--- config.mk ---
export PLATFORM = sky130hd
export DESIGN_NAME = led_regbank
export DESIGN_NICKNAME = d
export VERILOG_FILES = /design/src/rtl/led_regbank_pkg.sv /design/src/rtl/led_regbank_decode.sv /design/src/rtl/led_regbank_stage.sv /design/src/rtl/led_regbank_active.sv /design/src/rtl/led_regbank.sv
export SDC_FILE = /design/constraint.sdc
export NUM_CORES = 1
export LEC_CHECK = 0
export CORE_ASPECT_RATIO = 1.4
export CORE_MARGIN = 4
export CORE_UTILIZATION = 59
export CTS_CLUSTER_DIAMETER = 80
export CTS_CLUSTER_SIZE = 14
export DETAILED_ROUTE_END_ITERATION = 6
export HOLD_SLACK_MARGIN = 0.06
export PLACE_DENSITY = 0.85
export SYNTH_ARGS = -nofsm -noshare
export SYNTH_HDL_FRONTEND = slang
export SYNTH_SLANG_ARGS = --single-unit
--- constraint.sdc ---
create_clock -name clk_i -period 2.6 [get_ports clk_i]
set_input_delay 0.26 -clock clk_i [delete_from_list [all_inputs] [get_ports clk_i]]
set_output_delay 0.26 -clock clk_i [all_outputs]
set_load 0.03 [all_outputs]
--- src/rtl/led_regbank_pkg.sv ---
package led_regbank_pkg;
  localparam int unsigned DATA_W = 8;
  localparam int unsigned ADDR_W = 8;
  typedef logic [DATA_W-1:0] byte_t;
  typedef logic [ADDR_W-1:0] addr_t;
  localparam addr_t RUN_ADDR = '0;
endpackage

--- src/rtl/led_regbank_decode.sv ---
module led_regbank_decode
  import led_regbank_pkg::*;
#(
  parameter int unsigned NUM_CH  = 18,
  parameter int unsigned NUM_GRP = 3
) (
  input  logic               wr_en_i,
  input  addr_t              addr_i,
  output logic               sel_run_o,
  output logic [NUM_CH-1:0]  sel_duty_o,
  output logic [NUM_GRP-1:0] sel_grp_o,
  output logic               sel_upd_o,
  output logic               sel_rst_o
);
  localparam int unsigned EN_BASE = NUM_CH + 1;
  localparam addr_t UPD_ADDR = addr_t'(EN_BASE + NUM_GRP);
  localparam addr_t RST_ADDR = addr_t'(EN_BASE + NUM_GRP + 1);

  assign sel_run_o = wr_en_i && (addr_i == RUN_ADDR);
  assign sel_upd_o = wr_en_i && (addr_i == UPD_ADDR);
  assign sel_rst_o = wr_en_i && (addr_i == RST_ADDR);

  for (genvar k = 0; k < NUM_CH; k++) begin : g_duty_sel
    localparam addr_t A = addr_t'(k + 1);
    assign sel_duty_o[k] = wr_en_i && (addr_i == A);
  end

  for (genvar g = 0; g < NUM_GRP; g++) begin : g_grp_sel
    localparam addr_t A = addr_t'(EN_BASE + g);
    assign sel_grp_o[g] = wr_en_i && (addr_i == A);
  end
endmodule

--- src/rtl/led_regbank_stage.sv ---
module led_regbank_stage
  import led_regbank_pkg::*;
#(
  parameter int unsigned NUM_CH   = 18,
  parameter int unsigned GRP_SIZE = 6,
  parameter int unsigned NUM_GRP  = 3
) (
  input  logic                     clk_i,
  input  logic                     rst_ni,
  input  logic                     clr_i,
  input  logic [NUM_CH-1:0]        sel_duty_i,
  input  logic [NUM_GRP-1:0]       sel_grp_i,
  input  byte_t                    data_i,
  output logic [NUM_CH*DATA_W-1:0] duty_o,
  output logic [NUM_CH-1:0]        en_o
);
  for (genvar k = 0; k < NUM_CH; k++) begin : g_ch
    localparam int unsigned G = k / GRP_SIZE;
    localparam int unsigned J = k % GRP_SIZE;
    byte_t duty_q;
    logic  en_q;

    always_ff @(posedge clk_i or negedge rst_ni) begin
      if (!rst_ni)            duty_q <= '0;
      else if (clr_i)         duty_q <= '0;
      else if (sel_duty_i[k]) duty_q <= data_i;
    end

    // only the low GRP_SIZE data bits carry enables; the rest are dropped
    always_ff @(posedge clk_i or negedge rst_ni) begin
      if (!rst_ni)          en_q <= 1'b0;
      else if (clr_i)       en_q <= 1'b0;
      else if (sel_grp_i[G]) en_q <= data_i[J];
    end

    assign duty_o[k*DATA_W +: DATA_W] = duty_q;
    assign en_o[k] = en_q;
  end
endmodule

--- src/rtl/led_regbank_active.sv ---
module led_regbank_active
  import led_regbank_pkg::*;
#(
  parameter int unsigned NUM_CH = 18
) (
  input  logic                     clk_i,
  input  logic                     rst_ni,
  input  logic                     clr_i,
  input  logic                     load_i,
  input  logic [NUM_CH*DATA_W-1:0] stage_duty_i,
  input  logic [NUM_CH-1:0]        stage_en_i,
  input  logic                     sel_run_i,
  input  logic                     run_bit_i,
  output logic [NUM_CH*DATA_W-1:0] duty_o,
  output logic [NUM_CH-1:0]        en_o,
  output logic                     run_o
);
  // whole-set parallel copy: the PWM never sees a mix of old and new
  always_ff @(posedge clk_i or negedge rst_ni) begin
    if (!rst_ni) begin
      duty_o <= '0;
      en_o   <= '0;
    end else if (clr_i) begin
      duty_o <= '0;
      en_o   <= '0;
    end else if (load_i) begin
      duty_o <= stage_duty_i;
      en_o   <= stage_en_i;
    end
  end

  always_ff @(posedge clk_i or negedge rst_ni) begin
    if (!rst_ni)        run_o <= 1'b0;
    else if (clr_i)     run_o <= 1'b0;
    else if (sel_run_i) run_o <= run_bit_i;
  end
endmodule

--- src/rtl/led_regbank.sv ---
module led_regbank
  import led_regbank_pkg::*;
#(
  parameter int unsigned NUM_CH   = 18,
  parameter int unsigned GRP_SIZE = 6
) (
  input  logic                     clk_i,
  input  logic                     rst_ni,
  input  logic                     wr_en_i,
  input  logic [ADDR_W-1:0]        wr_addr_i,
  input  logic [DATA_W-1:0]        wr_data_i,
  output logic [NUM_CH*DATA_W-1:0] duty_o,
  output logic [NUM_CH-1:0]        led_en_o,
  output logic                     run_o
);
  localparam int unsigned NUM_GRP = (NUM_CH + GRP_SIZE - 1) / GRP_SIZE;

  logic                     sel_run, sel_upd, sel_rst;
  logic [NUM_CH-1:0]        sel_duty;
  logic [NUM_GRP-1:0]       sel_grp;
  logic [NUM_CH*DATA_W-1:0] stage_duty_q;
  logic [NUM_CH-1:0]        stage_en_q;

  led_regbank_decode #(.NUM_CH(NUM_CH), .NUM_GRP(NUM_GRP)) dec_i (
    .wr_en_i   (wr_en_i),
    .addr_i    (wr_addr_i),
    .sel_run_o (sel_run),
    .sel_duty_o(sel_duty),
    .sel_grp_o (sel_grp),
    .sel_upd_o (sel_upd),
    .sel_rst_o (sel_rst)
  );

  led_regbank_stage #(.NUM_CH(NUM_CH), .GRP_SIZE(GRP_SIZE), .NUM_GRP(NUM_GRP)) stage_i (
    .clk_i     (clk_i),
    .rst_ni    (rst_ni),
    .clr_i     (sel_rst),
    .sel_duty_i(sel_duty),
    .sel_grp_i (sel_grp),
    .data_i    (wr_data_i),
    .duty_o    (stage_duty_q),
    .en_o      (stage_en_q)
  );

  led_regbank_active #(.NUM_CH(NUM_CH)) active_i (
    .clk_i       (clk_i),
    .rst_ni      (rst_ni),
    .clr_i       (sel_rst),
    .load_i      (sel_upd),
    .stage_duty_i(stage_duty_q),
    .stage_en_i  (stage_en_q),
    .sel_run_i   (sel_run),
    .run_bit_i   (wr_data_i[0]),
    .duty_o      (duty_o),
    .en_o        (led_en_o),
    .run_o       (run_o)
  );
endmodule

## Word level (Yosys, flattened, before mapping)

Index checks and enable logic that the tools add are counted.
Widths: inputs -> output; s select.

| word-level totals | value |
|---|---|
| flip-flop bits (word level) | 325 |
| bits of input ports | 19 |

| operators by class | value |
|---|---|
| eq/ne operators | 23 |
| mux-type cells | 78 |
| reduce and logical (&&, ||, !) cells | 48 |

Operator list:

| operator | number |
|---|---|
| $mux 144 | 2 |
| $mux 8 | 36 |
| $eq 8x4->1 const B | 8 |
| $eq 8x5->1 const B | 8 |
| $reduce_bool 2->1 | 23 |
| $mux 1 | 38 |
| $mux 18 | 2 |
| $eq 8x3->1 const B | 4 |
| $logic_and 1x1->1 | 24 |
| $eq 8x2->1 const B | 2 |
| $eq 8x1->1 const B | 1 |
| $logic_not 8->1 | 1 |

## Longest topological paths before layout

Gate-level depths: netlist of run 1.

| logic depth | value |
|---|---|
| word-level depth | 4 |
| gate-level depth with buffers | 7 |

## Modules after synthesis

Synthesis of run 1 repeated with hierarchy kept, for this count alone.

| second synthesis, totals | value |
|---|---|
| cell total of the unflattened synthesis | 1,125 |
| area total of the unflattened synthesis | 13,668.1 µm² |

Modules (own cells, without submodules):

| module | cells an instance | sequential area each (µm²) | area an instance (µm²) | times used |
|---|---|---|---|---|
| led_regbank_stage | 559 | 4,053.9 | 6,770.2 | 1 |
| led_regbank_active | 525 | 4,078.9 | 6,568.8 | 1 |
| led_regbank_decode | 41 | 0.0 | 329.1 | 1 |

## Worst setup path after synthesis of run 1

No wires, ideal clock.

| timing path | value |
|---|---|
| path type | input to register |
| from | input wr_addr_i[7] |
| to | register stage_i.g_ch[0].en_q |
| path buffers | 1 |
| stages | 4 |
| required time | 2.475 ns |
| arrival | 1.858 ns |
| path slack | 0.617 ns |
| cells stage by stage | or4b_1 > buf_2 > nor3_1 > mux2_2 |

| on the way | value |
|---|---|
| word-level cells in the longest chain between the ends | 3 |

Ends and longest elaborated chain:

| element | RTL line | text |
|---|---|---|
| start, declared | led_regbank.sv:10 | `input logic [ADDR_W-1:0] wr_addr_i,` |
| $eq 8x5->1, on equally long branches | led_regbank_decode.sv:21, led_regbank_decode.sv:30 |  |
| $logic_and 1x1->1, on equally long branches | led_regbank_decode.sv:21, led_regbank_decode.sv:30 |  |
| $mux 1 or $reduce_bool 2->1 (tied branches) | n/a |  |
| end signal, assigned | led_regbank_stage.sv:33 | `else if (sel_grp_i[G]) en_q <= data_i[J];` |
| end, declared | led_regbank_stage.sv:21 | `logic en_q;` |

Several ways; a longest one is shown, not always the timed one.
A chain may end at the register's enable or synchronous reset.

## Worst setup path after layout of run 1

| timing path | value |
|---|---|
| from | input wr_addr_i[2] |
| to | register active_i.duty_o[125] |

| on the way | value |
|---|---|
| word-level cells in the longest chain between the ends | 3 |

Ends and longest elaborated chain:

| element | RTL line | text |
|---|---|---|
| $eq 8x5->1, on equally long branches | led_regbank_decode.sv:21, led_regbank_decode.sv:20 |  |
| $logic_and 1x1->1, on equally long branches | led_regbank_decode.sv:21, led_regbank_decode.sv:20 |  |
| $mux 144 or $reduce_bool 2->1 (tied branches) | n/a |  |
| end signal, assigned | led_regbank_active.sv:27 | `duty_o <= stage_duty_i;` |
| end, declared | led_regbank_active.sv:14 | `output logic [NUM_CH*DATA_W-1:0] duty_o,` |

Several ways; a longest one is shown, not always the timed one.

==> results.tsv, run 1 <==
stage	metric	value	unit
outcome	status	finished, final reports clean	
synthesis	share of Yosys cell area claimed by the top area cell type	0.610	
routing	DRT Wirelength	37100	um
cells_and_area	Fill cells	1417	
placed_design	dpl hpwl	23000	um
clocking	root buf cell	clkbuf_16	
synthesis	Yosys warnings	0	
synthesis	Post-synth top cells	dfrtp_1, a22o_1, clkbuf_1	
floorplanning	DIE AREA	0.0251	mm2
timing	Min Clock Period, post-route	1.98	ns
synthesis	most frequent cell after synthesis	dfrtp_1	
grt	first-pass GRT wire length	59000	um
synthesis	Unique masters post-synth	34	
cells_and_area	Nets	1251	
clocking	TritonCTS Buffers	27	
synthesis	#FFs+latches synth	325	
clocking	CTS tree	built	
critical_path	delay-heaviest family, CP	buffers and inverters	
cells_and_area	finished layout cell area	0.0163	mm2
critical_path	slowest CP cell	clkdlybuf4s50_1	
synthesis	Post-synth EDFFs	0	
timing	final hold violation count	0	
synthesis	fraction of synthesis flops using an asynchronous set or reset pin	1.00	
timing	Worst Clk Skew	0.0103	ns
clocking	Reg clk slew, reported paths	0.06	ns
timing	max-slew violation total from the final report	0	
critical_path	WP data arrival	2.44	ns
routing	iteration count of the initial detailed-routing pass	5	
synthesis	syn avg cell area	12.0	um2
grt	maximum number of pins on one net before global-route repair	86	
critical_path	CP cell instances	clkdlybuf4s50_1 -> and3b_1 -> nand3_4 -> buf_4 -> a22o_1	
grt	vias in the first global route	10600	
placed_design	dpl cell area	0.0156	mm2
pwr	sw frac	0.237	
grt	antenna violations before repair	0	
pwr	Lkg Pwr	7.08	nW
clocking	latest clock arrival within the worst-skew pair	0.53	ns
floorplanning	core area	0.0220	mm2
critical_path	Reg2Reg Setup Slack	1.61	ns
synthesis	Syn Inst Count	1109	
placed_design	Final GP Congestion	0.811	
timing	Final Setup Violations	0	
clocking	Post-CTS Resized	0	
clocking	H-tree level count	1	
pwr	peak supply drop	0.000566	V
clocking	CTS sink cnt	325	
cells_and_area	Synth-to-Final Area Change	22.1	%
floorplanning	chip width	135	um
synthesis	Seq/Total Area, Yosys	0.610	
synthesis	Synth Flop Type	dfrtp_1	
routing	mean routed wirelength per cell	24.3	um
grt	global route total overflow	0	
pwr	combinational power share	0.076	
timing	fmax	505	MHz
timing	Rel. slew slack	0.414	
routing	post-detailed-route count of antenna-violating nets	0	
clocking	Clock Path Buffers	3	
floorplanning	Die Y-Extent	186	um
critical_path	crit path launch type	input pin	
routing	Residual DRC	0	
critical_path	critical path peak fanout	77	
pwr	register share of total power	0.556	
pwr	Pwr per Cell Area	587	mW/mm2
pwr	clock power share	0.368	
cells_and_area	layout cell share with drive strength beyond 1	0.109	
critical_path	worst path bufs/invs	2	
synthesis	Syn Nets	1128	
critical_path	CP Launch Point	wr_addr_i[2]	
routing	Detailed Route Iter0 Violations	1036	
synthesis	largest area contributor in the netlist	dfrtp_1	
floorplanning	initial core utilization	0.606	
pwr	Sw Pwr	0.00227	W
critical_path	critical path's largest stage delay	0.68	ns
cells_and_area	n_diodes	0	
job	max cap viols	0	
timing	final period utilization	0.762	
hold_path	Worst Hold Class	input pin to asynchronous set/reset pin	
synthesis	Area contributors post-synth	dfrtp_1, a22o_1, o31ai_1, nand4_1, a21oi_1	
critical_path	Worst EP required	3.06	ns
pwr	P_int	0.00730	W
placed_design	I/O Buffers	181	
floorplanning	IO Count	182	
critical_path	WS Path Type	input pin to flip-flop	
synthesis	synthesized area	0.0133	mm2
critical_path	Worst Setup End Kind	flip-flop	
critical_path	reg-to-reg startpoint	stage_i.g_ch[6].en_q	
timing	Worst Tran Pin Value	0.878	ns
cells_and_area	Final Util	0.740	
routing	Via Count	10600	
timing	setup tns final	0	ns
floorplanning	row count	64	
grt	Total Routing Usage GR	0.293	
routing	Vias/cell	6.91	
timing	setup repair after global routing missed its margin	no	
## cell type report
class	count	area, um2	share of cell area
clock inverter	1	16.3	0.000998
clock buffer	27	676	0.0415
inverter	1	3.75	0.000230
timing repair buffer	243	2420	0.149
tap	297	372	0.0228
sequential	325	8130	0.499
multi-input combinational	634	4670	0.287
## sequential cells by signal (all words and copies together) (netlist names)
register             count
stage_i.g_ch.duty_q    144
active_i.run_o           1
active_i.duty_o        144
active_i.en_o           18
stage_i.g_ch.en_q       18
## routing by layer
metal / GRT usage / share of wire
met1: 0.389 / 0.37
met2: 0.496 / 0.51
met3: 0.0460 / 0.081
met4: 0.102 / 0.038
met5: 0 / 0
## logic make-up (layout without fill, tap and decap cells)
logic type | after synthesis | in the layout | synth area share
compound gates | 409 | 409 | 0.228
xor+xnor | 2 | 2 | 0.00131
buf+inv | 150 | 272 | 0.0438
flops | 325 | 325 | 0.610
mux | 30 | 30 | 0.0253
simple gates | 193 | 193 | 0.0923
## repair_timing
item | in CTS | in global routing
setup endpoints to repair | 0 | 0
hold endpoints to repair | 66 | 0
buffers inserted | 0 | 0
hold buffers | 1 | 0
## worst reg2reg max path, stage by stage (launching register included)
cell and delay (ns):
dfrtp_1 0.41, and3b_1 0.20, a221o_1 0.27
## worst paths after layout
kind                                                    to  cells past startpoint
worst min register to register            active_i.en_o[2]                      1
max in group asynchronous       stage_i.g_ch[16].duty_q[6]                      3
worst max register to register        stage_i.g_ch[6].en_q                      2
worst min-delay path                  stage_i.g_ch[0].en_q                      2
worst max-delay path                  active_i.duty_o[125]                      5
min in group clk_i                        active_i.en_o[2]                      1
## power groups by stage
stage	Clock (W)	Sequential [W]	Combinational, W
after floorplan	0	0.00541	0.000346
after global placement	0	0.00540	0.000694
after detailed placement	0	0.00541	0.000717
after CTS	0.00356	0.00532	0.000723
after global routing	0.00378	0.00533	0.000782
final	0.00353	0.00532	0.000726
## placed cells by master, fill, tap and decap left out, types with 3 or more instances in the layout
cell type,n
dfrtp_1,325
clkdlybuf4s50_1,180
a22o_1,160
nand4_1,115
o31ai_1,113
a21oi_1,113
buf_4,50
mux2_2,30
clkbuf_16,27
nor2b_1,22
nand3_1,12
buf_12,11
and2_1,9
and3b_1,8
a32o_1,8
o2bb2ai_1,8
a221o_1,6
nand2b_1,4
nand2_1,3
## through the flow
stage / setup WS (ns) / instances / hold slack (ns) / total power [W]
final: 0.618 / 1528 / 0.304 / 0.00957
after detailed placement: 0.192 / 1499 / 0.278 / 0.00613
after CTS: 0.681 / 1528 / 0.322 / 0.00960
after global routing: 0.566 / 1528 / 0.364 / 0.00989
after floorplan: 0.617 / 1109 / -0.0356 / 0.00575
after global placement: 0.244 / 1499 / 0.277 / 0.00609
Note: power is estimated with default switching activity, not from simulation.
==> run 2: changes to the inputs <==
--- a/config.mk
+++ b/config.mk
@@ -7,12 +7,12 @@
 export LEC_CHECK = 0
 export CORE_ASPECT_RATIO = 1.4
 export CORE_MARGIN = 4
-export CORE_UTILIZATION = 59
+export CORE_UTILIZATION = 55
 export CTS_CLUSTER_DIAMETER = 80
 export CTS_CLUSTER_SIZE = 14
 export DETAILED_ROUTE_END_ITERATION = 6
 export HOLD_SLACK_MARGIN = 0.06
-export PLACE_DENSITY = 0.85
+export PLACE_DENSITY = 0.8
 export SYNTH_ARGS = -nofsm -noshare
 export SYNTH_HDL_FRONTEND = slang
 export SYNTH_SLANG_ARGS = --single-unit
==> constraint.sdc (replaced) <==
create_clock -name clk_i -period 2.1 [get_ports clk_i]
set_input_delay 0.21 -clock clk_i [delete_from_list [all_inputs] [get_ports clk_i]]
set_output_delay 0.21 -clock clk_i [all_outputs]
set_load 0.03 [all_outputs]
==> run 2 against run 1 <==
Effect of this change:
- critical endpoint is now duty_o[68]
- clock skew fell by 0.00052 ns
- worst hold slack got worse by 0.046 ns
- via count grew 0.37%
- critical path type is now flip-flop to primary output
- utilization is 4.1 points lower
- die area rose by 6.9%
- non-clock buffer count rose by 34
- cell count up 3.1%
- combinational power is 30% higher
==> results.tsv, run 2 (synthesized netlist as in run 1, its figures left out) <==
stage	metric	value	unit	change
floorplanning	Die Y-Extent	192	um	+3.4%
cells_and_area	most frequent cells in the layout	dfrtp_1, clkdlybuf4s50_1, a22o_1		
timing	setup tns final	0	ns	unchanged
grt	vias in the first global route	10500		-0.27%
critical_path	CP Launch Point	active_i.duty_o[68]		
placed_design	dpl hpwl	24200	um	+5.1%
timing	Min Clock Period, post-route	1.86	ns	
clocking	root buf cell	clkbuf_16		
routing	mean routed wirelength per cell	23.7	um	-2.6%
cells_and_area	Nets	1285		+2.7%
timing	Worst Clk Skew	0.00979	ns	-0.000517 ns
timing	Worst Tran Pin Value	0.710	ns	-0.169 ns
clocking	Clock Path Buffers	3		unchanged
timing	setup repair after global routing missed its margin	no		
cells_and_area	layout cell share with drive strength beyond 1	0.134		+0.0247
placed_design	Final GP Congestion	0.838		+3.4%
timing	Final Setup Violations	0		unchanged
floorplanning	row count	67		+4.7%
grt	antenna violations before repair	0		unchanged
timing	max-slew violation total from the final report	0		unchanged
timing	fmax	537	MHz	
placed_design	I/O Buffers	181		unchanged
critical_path	worst setup path endpoint	duty_o[68]		
grt	Total Routing Usage GR	0.273		-0.0198
grt	maximum number of pins on one net before global-route repair	68		-21%
routing	Detailed Route Iter0 Violations	1112		+7.3%
job	max cap viols	0		unchanged
clocking	TritonCTS Buffers	27		unchanged
cells_and_area	Regs by FF count	active_i.duty_o (144), stage_i.g_ch.duty_q (144)		
critical_path	critical path's largest stage delay	0.70	ns	+0.02 ns
clocking	post-CTS setup buffer count	0		unchanged
routing	DRT Wirelength	37300	um	+0.44%
critical_path	reg-to-reg startpoint	stage_i.g_ch[10].en_q		
floorplanning	DIE AREA	0.0268	mm2	+6.9%
routing	Via Count	10600		+0.37%
critical_path	Worst EP required	1.89	ns	-1.17 ns
clocking	CTS tree	built		
timing	final hold violation count	0		unchanged
pwr	Lkg Pwr	7.30	nW	+3.1%
pwr	peak supply drop	0.000536	V	-5.4%
critical_path	R2R Path End	stage_i.g_ch[10].en_q		
timing	final period utilization	0.886		
floorplanning	initial core utilization	0.558		-0.0474
clocking	latest clock arrival within the worst-skew pair	0.52	ns	about the same
timing	Rel. slew slack	0.527		+0.112
floorplanning	core area	0.0239	mm2	+8.5%
critical_path	FF-to-FF path depth	2		unchanged
critical_path	delay-heaviest family, CP	buffers and inverters		
critical_path	WP data arrival	1.65	ns	-0.79 ns
floorplanning	IO Count	182		unchanged
critical_path	Reg2Reg Setup Slack	1.12	ns	-0.49 ns
floorplanning	chip width	140	um	+3.4%
timing	final worst slack	0.239	ns	-0.379 ns
critical_path	critical path peak fanout	2		-97%
critical_path	worst path bufs/invs	1		-1
cells_and_area	Synth-to-Final Area Change	25.2	%	
critical_path	WS Path Type	flip-flop to primary output		
clocking	Reg clk slew, reported paths	0.07	ns	about the same
routing	Vias/cell	6.73		-2.6%
critical_path	CP cell instances	clkdlybuf4s50_1		
placed_design	DP Worst Slack	-0.163	ns	-0.355 ns
clocking	Post-CTS Resized	0		unchanged
routing	iteration count of the initial detailed-routing pass	7		+2
cells_and_area	most common cell after layout, fill and taps aside	dfrtp_1		
clocking	CTS Hold Bufs	1		unchanged
critical_path	crit path launch type	flip-flop		
grt	first-pass GRT wire length	59500	um	+0.89%
routing	Residual DRC	0		unchanged
critical_path	Worst Setup End Kind	primary output		
routing	post-detailed-route count of antenna-violating nets	0		unchanged
outcome	status	finished, final reports clean		
hold_path	Worst Hold Class	input pin to asynchronous set/reset pin		
critical_path	slowest CP cell	clkdlybuf4s50_1		
cells_and_area	n_diodes	0		unchanged
clocking	CTS sink cnt	325		unchanged
grt	global route total overflow	0		unchanged
critical_path	critical path depth	1		-4
clocking	H-tree level count	1		unchanged
pwr	Pwr per Cell Area	713	mW/mm2	+21%
==> run 2: layer usage <==
metal / part of all wire / vias up / global-route usage
met5: 0 / - / 0
met1: 0.40 / 5437 / 0.371
met2: 0.50 / 482 / 0.463
met3: 0.067 / 101 / 0.0364
li1: - / 4578 / -
met4: 0.034 / 0 / 0.0869
==> run 2: where the power goes <==
| group | switching, W | leakage (nW) | internal (W) |
|---|---|---|---|
| Clock | 0.00210 | 0.340 | 0.00227 |
| Combinational | 0.000593 | 2.48 | 0.000350 |
| Sequential | 0.000134 | 4.48 | 0.00645 |
==> run 2: stage by stage <==
step / area [um2] / hold slack, ns / cells / total power (W) / util
floorplan: 13300 / -0.0856 / 1109 / 0.00712 / -
finish: 16700 / 0.258 / 1575 / 0.0119 / 0.699
CTS: 16700 / 0.263 / 1575 / 0.0120 / 0.699
global placement: 16000 / 0.219 / 1546 / 0.00760 / 0.670
global route: 16700 / 0.298 / 1575 / 0.0123 / 0.699
detailed placement: 16000 / 0.221 / 1546 / 0.00763 / 0.670
==> run 2: final cells by class <==
class	instances	area, um2
Inverter	1	3.75
Sequential cell	325	8130
Tap cell	310	388
Clock buffer	27	676
Clock inverter	1	16.3
Multi-Input combinational cell	634	4670
Fill cell	1700	7190
Timing Repair Buffer	277	2820
==> run 2: how the worst min path moves through the flow <==
stage	from	to	slack, ns
final	rst_ni	active_i.en_o[2]	0.26
after global routing	rst_ni	stage_i.g_ch[11].duty_q[7]	0.30
after CTS	rst_ni	stage_i.g_ch[2].en_q	0.26
after detailed placement	rst_ni	active_i.duty_o[141]	0.22
after global placement	rst_ni	active_i.duty_o[141]	0.22
after floorplan	rst_ni	active_i.duty_o[0]	-0.09
